[src/rtl/hfi_pkg.sv]
package hfi_pkg;

  // Register addresses. The data window is where the port arbitration keys.
  localparam logic [3:0] ADDR_DATA = 4'h0;
  localparam logic [3:0] ADDR_STAT = 4'h1;
  localparam logic [3:0] ADDR_CTRL = 4'h2;
  localparam logic [3:0] ADDR_ERR  = 4'h3;

  localparam int CNT_FIELD_W = 5;

  typedef enum logic [1:0] {
    SRC_PER = 2'd0,
    SRC_DMA = 2'd1,
    SRC_CPU = 2'd2
  } pushSrcT;

  // Strobes from control to datapath, one FIFO operation of each kind per cycle.
  typedef struct packed {
    logic    push;
    logic    pop;
    pushSrcT pushSrc;
    logic    popToPer;
  } fifoStrobeT;

endpackage

[src/rtl/hfi_datapath.sv]
module hfi_datapath
  import hfi_pkg::*;
#(
  parameter int DEPTH = 16,
  parameter int AW    = $clog2(DEPTH),
  parameter int CW    = $clog2(DEPTH + 1)
) (
  input  logic          clk,
  input  logic          rstN,
  input  fifoStrobeT    stb,
  input  logic          testMode,
  input  logic [7:0]    perInData,
  input  logic          perInPar,
  input  logic [7:0]    dmaInData,
  input  logic          dmaInPar,
  input  logic [7:0]    cpuInData,
  output logic [7:0]    headData,
  output logic          outPar,
  output logic [CW-1:0] count,
  output logic          full,
  output logic          empty,
  output logic          parEvt
);

  localparam int WORD_W = 9;

  logic [WORD_W-1:0] mem [DEPTH];
  logic [AW-1:0]     wrPtr, rdPtr;
  logic [WORD_W-1:0] wrWord, headWord;
  logic              pushOk, popOk;
  logic              inBad, outBad;

  function automatic logic [AW-1:0] bump(input logic [AW-1:0] p);
    return (p == AW'(DEPTH - 1)) ? '0 : p + 1'b1;
  endfunction

  assign full   = (count == CW'(DEPTH));
  assign empty  = (count == '0);
  assign pushOk = stb.push && !full;
  assign popOk  = stb.pop && !empty;

  always_comb begin
    unique case (stb.pushSrc)
      SRC_DMA: wrWord = {dmaInPar, dmaInData};
      SRC_CPU: wrWord = {~^cpuInData, cpuInData};
      default: wrWord = {perInPar, perInData};
    endcase
  end

  always_ff @(posedge clk) begin
    if (pushOk) mem[wrPtr] <= wrWord;
  end

  always_ff @(posedge clk or negedge rstN) begin
    if (!rstN) begin
      wrPtr <= '0;
      rdPtr <= '0;
      count <= '0;
    end else begin
      if (pushOk) wrPtr <= bump(wrPtr);
      if (popOk)  rdPtr <= bump(rdPtr);
      case ({pushOk, popOk})
        2'b10:   count <= count + 1'b1;
        2'b01:   count <= count - 1'b1;
        default: count <= count;
      endcase
    end
  end

  assign headWord = mem[rdPtr];
  assign headData = headWord[7:0];
  assign outPar   = testMode ? headWord[7] : headWord[8];

  // Odd parity: a good 9-bit word has an odd number of ones.
  assign inBad  = pushOk && (stb.pushSrc == SRC_PER) && !(^{perInPar, perInData});
  assign outBad = popOk && stb.popToPer && !(^headWord);
  assign parEvt = inBad || outBad;

endmodule

[src/rtl/hfi_ctrl.sv]
module hfi_ctrl
  import hfi_pkg::*;
#(
  parameter int CW = 5
) (
  input  logic          clk,
  input  logic          rstN,
  input  logic          cpuCsN,
  input  logic          cpuAle,
  input  logic          cpuRdN,
  input  logic          cpuWrN,
  input  logic [7:0]    cpuAdIn,
  output logic [7:0]    cpuAdOut,
  input  logic          dmaRdN,
  input  logic          dmaWrN,
  output logic          dmaReady,
  input  logic          perInValid,
  input  logic          perOutTake,
  output logic          perOutValid,
  input  logic          full,
  input  logic          empty,
  input  logic [CW-1:0] count,
  input  logic          parEvt,
  input  logic [7:0]    headData,
  output fifoStrobeT    stb,
  output logic          testMode
);

  logic       alePrev;
  logic [3:0] adPrev;
  logic [3:0] regAddr;
  logic       dirToPer;
  logic       parErr, ovfErr, unfErr;
  logic       cpuRd, cpuWr, cpuFifoRd, cpuFifoWr;
  logic       dmaRd, dmaWr;
  logic       clrStat, clrErr;
  logic [CNT_FIELD_W-1:0] cntField;

  // Address latch: the nibble seen while the enable was high is kept on its fall.
  always_ff @(posedge clk or negedge rstN) begin
    if (!rstN) begin
      alePrev <= 1'b0;
      adPrev  <= '0;
      regAddr <= '0;
    end else begin
      alePrev <= cpuAle;
      if (cpuAle) adPrev <= cpuAdIn[3:0];
      if (alePrev && !cpuAle) regAddr <= adPrev;
    end
  end

  assign cpuRd     = !cpuCsN && !cpuRdN;
  assign cpuWr     = !cpuCsN && !cpuWrN && cpuRdN;
  assign cpuFifoRd = cpuRd && (regAddr == ADDR_DATA);
  assign cpuFifoWr = cpuWr && (regAddr == ADDR_DATA);

  // Processor wins the FIFO; DMA stalls for that cycle.
  assign dmaReady = !(cpuFifoRd || cpuFifoWr);
  assign dmaRd    = !dmaRdN && dmaReady;
  assign dmaWr    = !dmaWrN && dmaRdN && dmaReady;

  always_comb begin
    stb.popToPer = dirToPer;
    if (dirToPer) begin
      stb.push    = cpuFifoWr || dmaWr;
      stb.pushSrc = cpuFifoWr ? SRC_CPU : SRC_DMA;
      stb.pop     = perOutTake;
    end else begin
      stb.push    = perInValid;
      stb.pushSrc = SRC_PER;
      stb.pop     = cpuFifoRd || dmaRd;
    end
  end

  assign perOutValid = dirToPer && !empty;

  assign clrStat = cpuRd && (regAddr == ADDR_STAT);
  assign clrErr  = cpuRd && (regAddr == ADDR_ERR);

  always_ff @(posedge clk or negedge rstN) begin
    if (!rstN) begin
      dirToPer <= 1'b0;
      testMode <= 1'b0;
      parErr   <= 1'b0;
      ovfErr   <= 1'b0;
      unfErr   <= 1'b0;
    end else begin
      if (cpuWr && (regAddr == ADDR_CTRL)) begin
        dirToPer <= cpuAdIn[0];
        testMode <= cpuAdIn[1];
      end
      parErr <= parEvt || (parErr && !clrStat);
      ovfErr <= (stb.push && full) || (ovfErr && !clrErr);
      unfErr <= (stb.pop && empty) || (unfErr && !clrErr);
    end
  end

  assign cntField = CNT_FIELD_W'(count);

  always_comb begin
    cpuAdOut = 8'h00;
    if (cpuRd) begin
      unique case (regAddr)
        ADDR_DATA: cpuAdOut = headData;
        ADDR_STAT: cpuAdOut = {cntField, parErr, full, empty};
        ADDR_CTRL: cpuAdOut = {6'b0, testMode, dirToPer};
        ADDR_ERR:  cpuAdOut = {6'b0, unfErr, ovfErr};
        default:   cpuAdOut = 8'h00;
      endcase
    end
  end

endmodule

[src/rtl/hostFifoIf.sv]
module hostFifoIf
  import hfi_pkg::*;
#(
  parameter int DEPTH = 16
) (
  input  logic       clk,
  input  logic       rstN,
  input  logic       cpuCsN,
  input  logic       cpuAle,
  input  logic       cpuRdN,
  input  logic       cpuWrN,
  input  logic [7:0] cpuAdIn,
  output logic [7:0] cpuAdOut,
  input  logic       dmaRdN,
  input  logic       dmaWrN,
  input  logic [7:0] dmaDataIn,
  input  logic       dmaParIn,
  output logic [7:0] dmaDataOut,
  output logic       dmaParOut,
  output logic       dmaReady,
  input  logic       perInValid,
  input  logic [7:0] perInData,
  input  logic       perInPar,
  input  logic       perOutTake,
  output logic       perOutValid,
  output logic [7:0] perOutData,
  output logic       perOutPar
);

  localparam int AW = $clog2(DEPTH);
  localparam int CW = $clog2(DEPTH + 1);

  fifoStrobeT    stb;
  logic          testMode;
  logic          fifoFull, fifoEmpty, parEvt, outPar;
  logic [CW-1:0] fifoCount;
  logic [7:0]    headData;

  hfi_ctrl #(.CW(CW)) u_ctrl (
    .clk(clk), .rstN(rstN),
    .cpuCsN(cpuCsN), .cpuAle(cpuAle), .cpuRdN(cpuRdN), .cpuWrN(cpuWrN),
    .cpuAdIn(cpuAdIn), .cpuAdOut(cpuAdOut),
    .dmaRdN(dmaRdN), .dmaWrN(dmaWrN), .dmaReady(dmaReady),
    .perInValid(perInValid), .perOutTake(perOutTake), .perOutValid(perOutValid),
    .full(fifoFull), .empty(fifoEmpty), .count(fifoCount), .parEvt(parEvt),
    .headData(headData), .stb(stb), .testMode(testMode)
  );

  hfi_datapath #(.DEPTH(DEPTH), .AW(AW), .CW(CW)) u_dp (
    .clk(clk), .rstN(rstN), .stb(stb), .testMode(testMode),
    .perInData(perInData), .perInPar(perInPar),
    .dmaInData(dmaDataIn), .dmaInPar(dmaParIn), .cpuInData(cpuAdIn),
    .headData(headData), .outPar(outPar), .count(fifoCount),
    .full(fifoFull), .empty(fifoEmpty), .parEvt(parEvt)
  );

  assign dmaDataOut = dmaRdN ? 8'h00 : headData;
  assign dmaParOut  = dmaRdN ? 1'b0 : outPar;
  assign perOutData = headData;
  assign perOutPar  = outPar;

endmodule

[config.mk]
export PLATFORM = sky130hd
export DESIGN_NAME = hostFifoIf
export DESIGN_NICKNAME = d
export VERILOG_FILES = /design/src/rtl/hfi_pkg.sv /design/src/rtl/hfi_datapath.sv /design/src/rtl/hfi_ctrl.sv /design/src/rtl/hostFifoIf.sv
export SDC_FILE = /design/constraint.sdc
export NUM_CORES = 1
export LEC_CHECK = 0
export BUFFER_PORTS_ARGS = -buffer_cell sky130_fd_sc_hd__buf_2
export CAP_MARGIN = 20
export CORE_ASPECT_RATIO = 0.75
export CORE_MARGIN = 5
export CORE_UTILIZATION = 55
export CTS_CLUSTER_SIZE = 20
export DETAILED_ROUTE_END_ITERATION = 8
export PLACE_DENSITY_LB_ADDON = 0.08
export SYNTH_ARGS = -nofsm -noshare
export SYNTH_HDL_FRONTEND = slang
export SYNTH_SLANG_ARGS = --single-unit
[constraint.sdc]
create_clock -name clk -period 5.4 [get_ports clk]
set_input_delay 0.54 -clock clk [delete_from_list [all_inputs] [get_ports clk]]
set_output_delay 0.54 -clock clk [all_outputs]
set_load 0.02 [all_outputs]
## Yosys cells after proc, flatten, opt, wreduce, memory -nomap -nowiden

Memories as Yosys holds them, arrays and structs flattened.
Cells that the tools add are included.

- Input bits: 36
- Bits in writable memories: 144
- Memories: 1
- Bits in registers: 27

- Add/subtract/negate cells: 4
- Equal/unequal tests: 10
- Muxes and demuxes: 13
- Reduce and logical (&&, ||, !) cells: 51

Memories:

| memory | depth | width | read ports | clocked after Yosys merged registers in | write ports | RTL line | RTL |
|---|---|---|---|---|---|---|---|
| u_dp.mem | 16 | 9 | 1 | 0 | 1 | hfi_datapath.sv:27 | `logic [WORD_W-1:0] mem [DEPTH];` |

Operators by type and width:

| kind | number |
|---|---|
| 8-bit case mux with 4 select lines | 1 |
| 1-bit logical AND | 24 |
| 9-bit case mux with 2 select lines | 1 |
| 9-bit parity | 2 |
| 8-bit two-way mux | 2 |
| 1-bit logical NOT | 13 |
| 4-bit two-way mux | 3 |
| 5-bit case mux with 2 select lines | 1 |
| 4-bit by 1-bit adder with 4-bit output, second input constant | 2 |
| 4-bit by 2-bit equality test with 1-bit output, second input constant | 2 |
| 4-bit equality test, second input constant | 2 |
| 8-bit XNOR reduction | 1 |
| 1-bit logical OR | 7 |
| 5-bit by 1-bit adder with 5-bit output, second input constant | 1 |
| 5-bit equality test, second input constant | 1 |
| 5-bit logical NOT | 1 |
| 5-bit by 1-bit subtractor with 5-bit output, second input constant | 1 |
| 2-bit by 1-bit equality test with 1-bit output, second input constant | 2 |
| 2-bit equality test, second input constant | 2 |
| 4-bit by 1-bit equality test with 1-bit output, second input constant | 1 |
| 4-bit logical NOT | 1 |
| 1-bit two-way mux | 4 |
| 2-bit logical NOT | 1 |
| 2-bit two-way mux | 1 |
| 2-bit nonzero test | 1 |

## Depth between registers and ports, before layout

- Word-level depth: 14
- Mapped depth: 14
- Depth with buffers taken out: 13

## Modules after synthesis

A second synthesis with hierarchy kept.

- Cells, all modules: 470
- Area total of the unflattened synthesis: 7757.4 sq um

Modules (own cells, without submodules):

| module | seq. area each (sq um) | area each (sq um) | instances | cells an instance |
|---|---|---|---|---|
| hfi_datapath | 4649.5 | 6880.3 | 1 | 392 |
| hfi_ctrl | 350.3 | 820.8 | 1 | 69 |
| hostFifoIf | 0.0 | 56.3 | 1 | 9 |

## Worst setup path before layout

OpenSTA, ideal clock, no wires.

- Path kind: register to register
- Start: register u_ctrl.regAddr[1]
- End: register u_dp.count[4]
- Stages on the path, launching flop included: 14
- Path slack: 2396 ps
- Path buffers: 2
- Library setup time: 125 ps
- Data required time: 5275 ps
- Arrival: 2878 ps
- Cell sequence: dfrtp_1 > clkbuf_1 > nor4_1 > clkbuf_1 > a21oi_1 > o31ai_1 > nor2_1 > ha_1 > xor2_1 > ha_1 > a31o_2 > a222oi_1 > nor2_1 > xor2_1

- Longest elaborated chain between the ends: 10

Ends and longest elaborated chain:

| what | RTL line | RTL |
|---|---|---|
| start, declared | hfi_ctrl.sv:31 | `logic [3:0] regAddr;` |
| start signal, assigned | hfi_ctrl.sv:48 | `if (alePrev && !cpuAle) regAddr <= adPrev;` |
| 4-bit logical NOT * | hfi_ctrl.sv:54, hfi_ctrl.sv:55 |  |
| 1-bit logical AND (on tied branches) | hfi_ctrl.sv:54, hfi_ctrl.sv:55 |  |
| 1-bit logical OR | hfi_ctrl.sv:58 | `assign dmaReady = !(cpuFifoRd \|\| cpuFifoWr);` |
| 1-bit logical NOT | hfi_ctrl.sv:58 |  |
| 1-bit logical AND | hfi_ctrl.sv:59 | `assign dmaRd = !dmaRdN && dmaReady;` |
| 1-bit logical OR * | hfi_ctrl.sv:71 | `stb.pop = cpuFifoRd \|\| dmaRd;` |
| 4-bit two-way mux * | hfi_ctrl.sv:64 | `if (dirToPer) begin` |
| 1-bit logical AND * | hfi_datapath.sv:40 | `assign popOk = stb.pop && !empty;` |
| net u_dp.popOk | hfi_datapath.sv:30 | `logic pushOk, popOk;` |
| 2-bit by 1-bit equality test with 1-bit output or 2-bit equality test (tied branches) | hfi_datapath.sv:62 | `case ({pushOk, popOk})` |
| 5-bit case mux with 2 select lines or 2-bit nonzero test (tied branches) | -- |  |
| end signal, assigned | hfi_datapath.sv:63 | `2'b10: count <= count + 1'b1;` |
| end signal, assigned | hfi_datapath.sv:64 | `2'b01: count <= count - 1'b1;` |
| end signal, assigned | hfi_datapath.sv:65 | `default: count <= count;` |
| end, declared | hfi_datapath.sv:19 | `output logic [CW-1:0] count,` |

Mark *: on every way through the listed nets, which the timed path passes. The rest lies on a longest branch.
A chain may end at the register's enable or synchronous reset.

## Worst setup path after layout

- Start: register u_ctrl.regAddr[1]
- End: register u_dp.count[4]

- Longest elaborated chain between the ends: 10

Ends and longest elaborated chain:

| what | RTL line |
|---|---|
| 4-bit logical NOT * | hfi_ctrl.sv:54, hfi_ctrl.sv:55 |
| 1-bit logical AND (on tied branches) | hfi_ctrl.sv:54, hfi_ctrl.sv:55 |
| 1-bit logical OR | hfi_ctrl.sv:58 |
| 1-bit logical NOT | hfi_ctrl.sv:58 |
| 1-bit logical AND (on tied branches) | hfi_ctrl.sv:59, hfi_ctrl.sv:60 |
| 1-bit logical OR (on tied branches) | hfi_ctrl.sv:71, hfi_ctrl.sv:65 |
| 4-bit two-way mux * | hfi_ctrl.sv:64 |
| 1-bit logical AND (on tied branches) | hfi_datapath.sv:40, hfi_datapath.sv:39 |
| 2-bit by 1-bit equality test with 1-bit output or 2-bit equality test (tied branches) | hfi_datapath.sv:62 |
| 5-bit case mux with 2 select lines or 2-bit nonzero test (tied branches) | -- |

Every way passes the cells marked *; elsewhere a longest branch is shown, timed or not.

==> results.tsv <==
stage	metric	value	unit
global_routing	Top Usage Layer GRT	met2	
synth	area of the mapped netlist	0.00767	mm²
global_routing	met2 Resource Use GR	32.7	%
setup_path	crit path max-delay cell type	sky130_fd_sc_hd__dfrtp_1	
setup_path	critical path type	register to register	
clock_tree	clock input transition at the sequential cells of the worst setup and hold paths	70	ps
floorplanning	number of standard-cell rows in the floorplan	37	
clock_tree	CTS root buf	sky130_fd_sc_hd__clkbuf_16	
setup_path	largest fanout on the critical path	12	
floorplanning	Die Outline Area	0.0164	mm²
sta	total negative slack	0	ps
sta	setup violators final	0	
global_routing	initial antenna violation count	0	
synth	count of cell types in the netlist	45	
synth	Seq/Total Area, Yosys	65.1	%
finish	commonest cells after routing, fill and taps aside	sky130_fd_sc_hd__edfxtp_1, sky130_fd_sc_hd__buf_2, sky130_fd_sc_hd__nor2_1, sky130_fd_sc_hd__mux4_2, sky130_fd_sc_hd__a21oi_1	
global_routing	global routing usage on met1	32.0	%
global_routing	residual overflow from global routing	0	
synth	Post-synth top flop	sky130_fd_sc_hd__edfxtp_1	
floorplanning	Die Height	112	µm
routing	total vias in the final route	4372	
clock_tree	number of buffers inserted by post-CTS setup repair	0	
clock_tree	latest clock arrival within the worst-skew pair	430	ps
pwr	PD cells	584	mW/mm²
setup_path	critical path launch point type	register	
routing	antenna-violating nets left	0	
outcome	run status	finished, final reports clean	
finish	area growth from synthesis to layout	14.5	%
placed_design	DPL Wire Length	11400	µm
synth	mean instance size in the synthesized netlist	16.4	µm²
routing	routed wire length	16600	µm
finish	non-filler instance count after layout	730	
synth	largest area contributor in the synthesized netlist	sky130_fd_sc_hd__edfxtp_1	
clock_tree	quantity of hold-fixing buffers added after cts	0	
synth	synthesized-area fraction occupied by and/or/nand/nor cells	6.36	%
setup_path	critical path arrival	4010	ps
sta	RSZ-0062 raised after global routing	no	
floorplanning	placeable core region	0.0137	mm²
synth	Post-synth EDFFs	144	
pwr	maximum vdd drop	0.418	mV
sta	number of hold violations in the final report	0	
clock_tree	H-tree levels	4	
floorplanning	overall die width	146	µm
worst_hold_path	class of the most critical hold timing path	input port to asynchronous set/reset pin	
routing	post-DR wirelength/cell	22.7	µm
routing	length of the first detailed-routing pass in iterations	6	
clock_tree	sink count of the clock tree	171	
synth	top cell type's share of synthesized area	56.3	%
sta	clk_skew	14.9	ps
synth	#FFs+latches synth	171	
global_routing	wire length of the first global-routing pass	26300	µm
clock_tree	CTS tree	yes	
setup_path	Buf+Inv Stages, Crit Path	2	
synth	cell count after synthesis	469	
sta	post-route fraction of the period consumed by the critical path	68.7	%
synth	synthesized-area fraction occupied by adder cells	1.30	%
finish	number of nets at the end of the flow	586	
clock_tree	number of resized instances in the post-cts repair step	0	
synth	XOR/XNOR Fraction of Synth Area	4.16	%
run	Max-Cap Viols	0	
floorplanning	effective utilization at floorplan	56.0	%
setup_path	critical path's largest stage delay	480	ps
global_routing	largest net degree at the start of global routing	30	
sta	highest attainable clock frequency	0.270	GHz
placed_design	Placed Cells	693	
finish	final antenna diode count	0	
sta	number of max-slew violations in the final report	0	
synth	biggest area contributors in the synthesized netlist	sky130_fd_sc_hd__edfxtp_1, sky130_fd_sc_hd__mux4_2, sky130_fd_sc_hd__dfrtp_1, sky130_fd_sc_hd__xnor2_1, sky130_fd_sc_hd__mux2i_1	
synth	synth warn	0	
sta	final critical path time including I/O delays and setup	3710	ps
floorplanning	I/O pins	64	
synth	share of synthesized flip-flops with an asynchronous set or reset	15.8	%
placed_design	port buffer count	63	
sta	worst slew slack as a fraction of its limit	30.9	%
routing	Via density	5.99	
synth	share of synthesized area spent on multiplexers	16.2	%
placed_design	final weighted congestion in routability-driven placement	0.852	
synth	compound-cell area share of the yosys netlist	4.63	%
setup_path	worst path required time	5700	ps
global_routing	vias in the first global route	4503	
finish	most common library cell in the layout ignoring fill and taps	sky130_fd_sc_hd__edfxtp_1	
clock_tree	Max Root-Sink Buffers	2	
finish	layout cells sized above 1	29.2	%
routing	count of unresolved DRC violations after routing	0	
setup_path	chain of cells forming the critical path	nor4_1, buf_4, nand2_1, o31a_1, a211oi_2, inv_1, ha_1, xor2_1, ha_1, a31o_2, a222oi_1, nor2_1, xor2_1	
setup_path	reg-to-reg startpoint	u_ctrl.regAddr[1]	
global_routing	global-route total usage across every layer	21.4	%
routing	First DRT Iteration DRCs	472	
global_routing	GR met3 Demand/Resource	4.76	%
setup_path	critical path launch point	u_ctrl.regAddr[1]	
setup_path	crit path capture type	register	
synth	Net Count, Synth	513	
synth	combinational family with the most area after synthesis	multiplexers	
sta	Slew @ Worst Pin	1040	ps
clock_tree	CTS buffer count	17	
setup_path	family with the most delay on the worst path	compound AO/OA/AOI/OAI gates	
pwr	Pleak	3.22	nW
metrics by stage:
step | total power, W | worst slack [ps] | utilization (%) | instance area, µm² | hold WS, ps
2_1_floorplan | 0.00339 | 2400 | - | 7670 | 244
3_3_place_gp | 0.00389 | 1690 | 59.4 | 8140 | 491
3_5_place_dp | 0.00394 | 1510 | 59.4 | 8140 | 494
4_1_cts | 0.00514 | 1480 | 63.8 | 8740 | 133
5_1_grt | 0.00541 | 1390 | 64.1 | 8790 | 169
6_report | 0.00513 | 1690 | 64.1 | 8790 | 130
worst paths after layout:
path                             endpoint  slack (ps)  cells after the start
max in group asynchronous   u_dp.rdPtr[0]        4830                      1
min in group clk           u_ctrl.alePrev         320                      1
min                         u_dp.count[3]         130                      1
min reg2reg                 u_ctrl.ovfErr         510                      1
max                         u_dp.count[4]        1690                     13
max reg2reg                 u_dp.count[4]        1690                     13
logic make-up after synthesis:
logic type      count (synthesis)
xor+xnor                       34
buf+inv                        28
flops                         171
compound gates                 58
simple gates                   97
fa+ha+maj                       8
mux                            73
power by group:
part           internal [W]  switching (W)  total (W)  leakage [nW]
Combinational      0.000907        0.00111    0.00202          1.31
Sequential          0.00171       0.000198    0.00191          1.62
Clock              0.000681       0.000519    0.00120         0.299
Total               0.00330        0.00183    0.00513          3.22
registers in the layout, indices dropped and copies added (netlist names):
register,cells
u_ctrl.ovfErr,1
u_dp.mem,144
u_ctrl.regAddr,4
u_ctrl.unfErr,1
u_ctrl.alePrev,1
u_ctrl.parErr,1
u_ctrl.dirToPer,1
u_dp.wrPtr,4
u_dp.count,5
u_ctrl.adPrev,4
u_ctrl.testMode,1
u_dp.rdPtr,4
routing by layer:
layer  vias to the layer above  part of all wire (%)  routed length [µm]
li1                       1978                     -                   -
met1                      2264                    47                7830
met2                       117                    47                7830
met3                        13                   4.9                 817
met4                         0                  0.77                 127
met5                         -                     0                   0
area by class of cell:
class | count | area, µm²
fill | 1002 | 4920
multi-input combinational | 270 | 2510
sequential | 171 | 5000
clock inverter | 11 | 90.1
clock buffer | 21 | 503
tap | 175 | 219
inverter | 5 | 18.8
timing repair buffer | 77 | 445
Yosys cell counts, drive strengths merged (2+ instances only):
cell	number
a211oi	3
a21oi	27
a22oi	9
a31oi	4
and2	21
and3	6
buf	13
clkbuf	10
dfrtp	27
edfxtp	144
ha	8
inv	5
mux2	14
mux2i	21
mux4	38
nand2	13
nand3	9
nand4	2
nor2	33
nor2b	5
nor4b	2
o21ai	8
o31ai	2
xnor2	26
xor2	7
worst reg2reg max path: cells and delay by family (launching register included):
family,cells,cell delay [ps]
simple gates,3,710
fa+ha+maj,2,500
flops,1,480
compound gates,4,1190
buf+inv,2,410
xor+xnor,2,300
No activity file was read; power rests on OpenSTA's default activity.
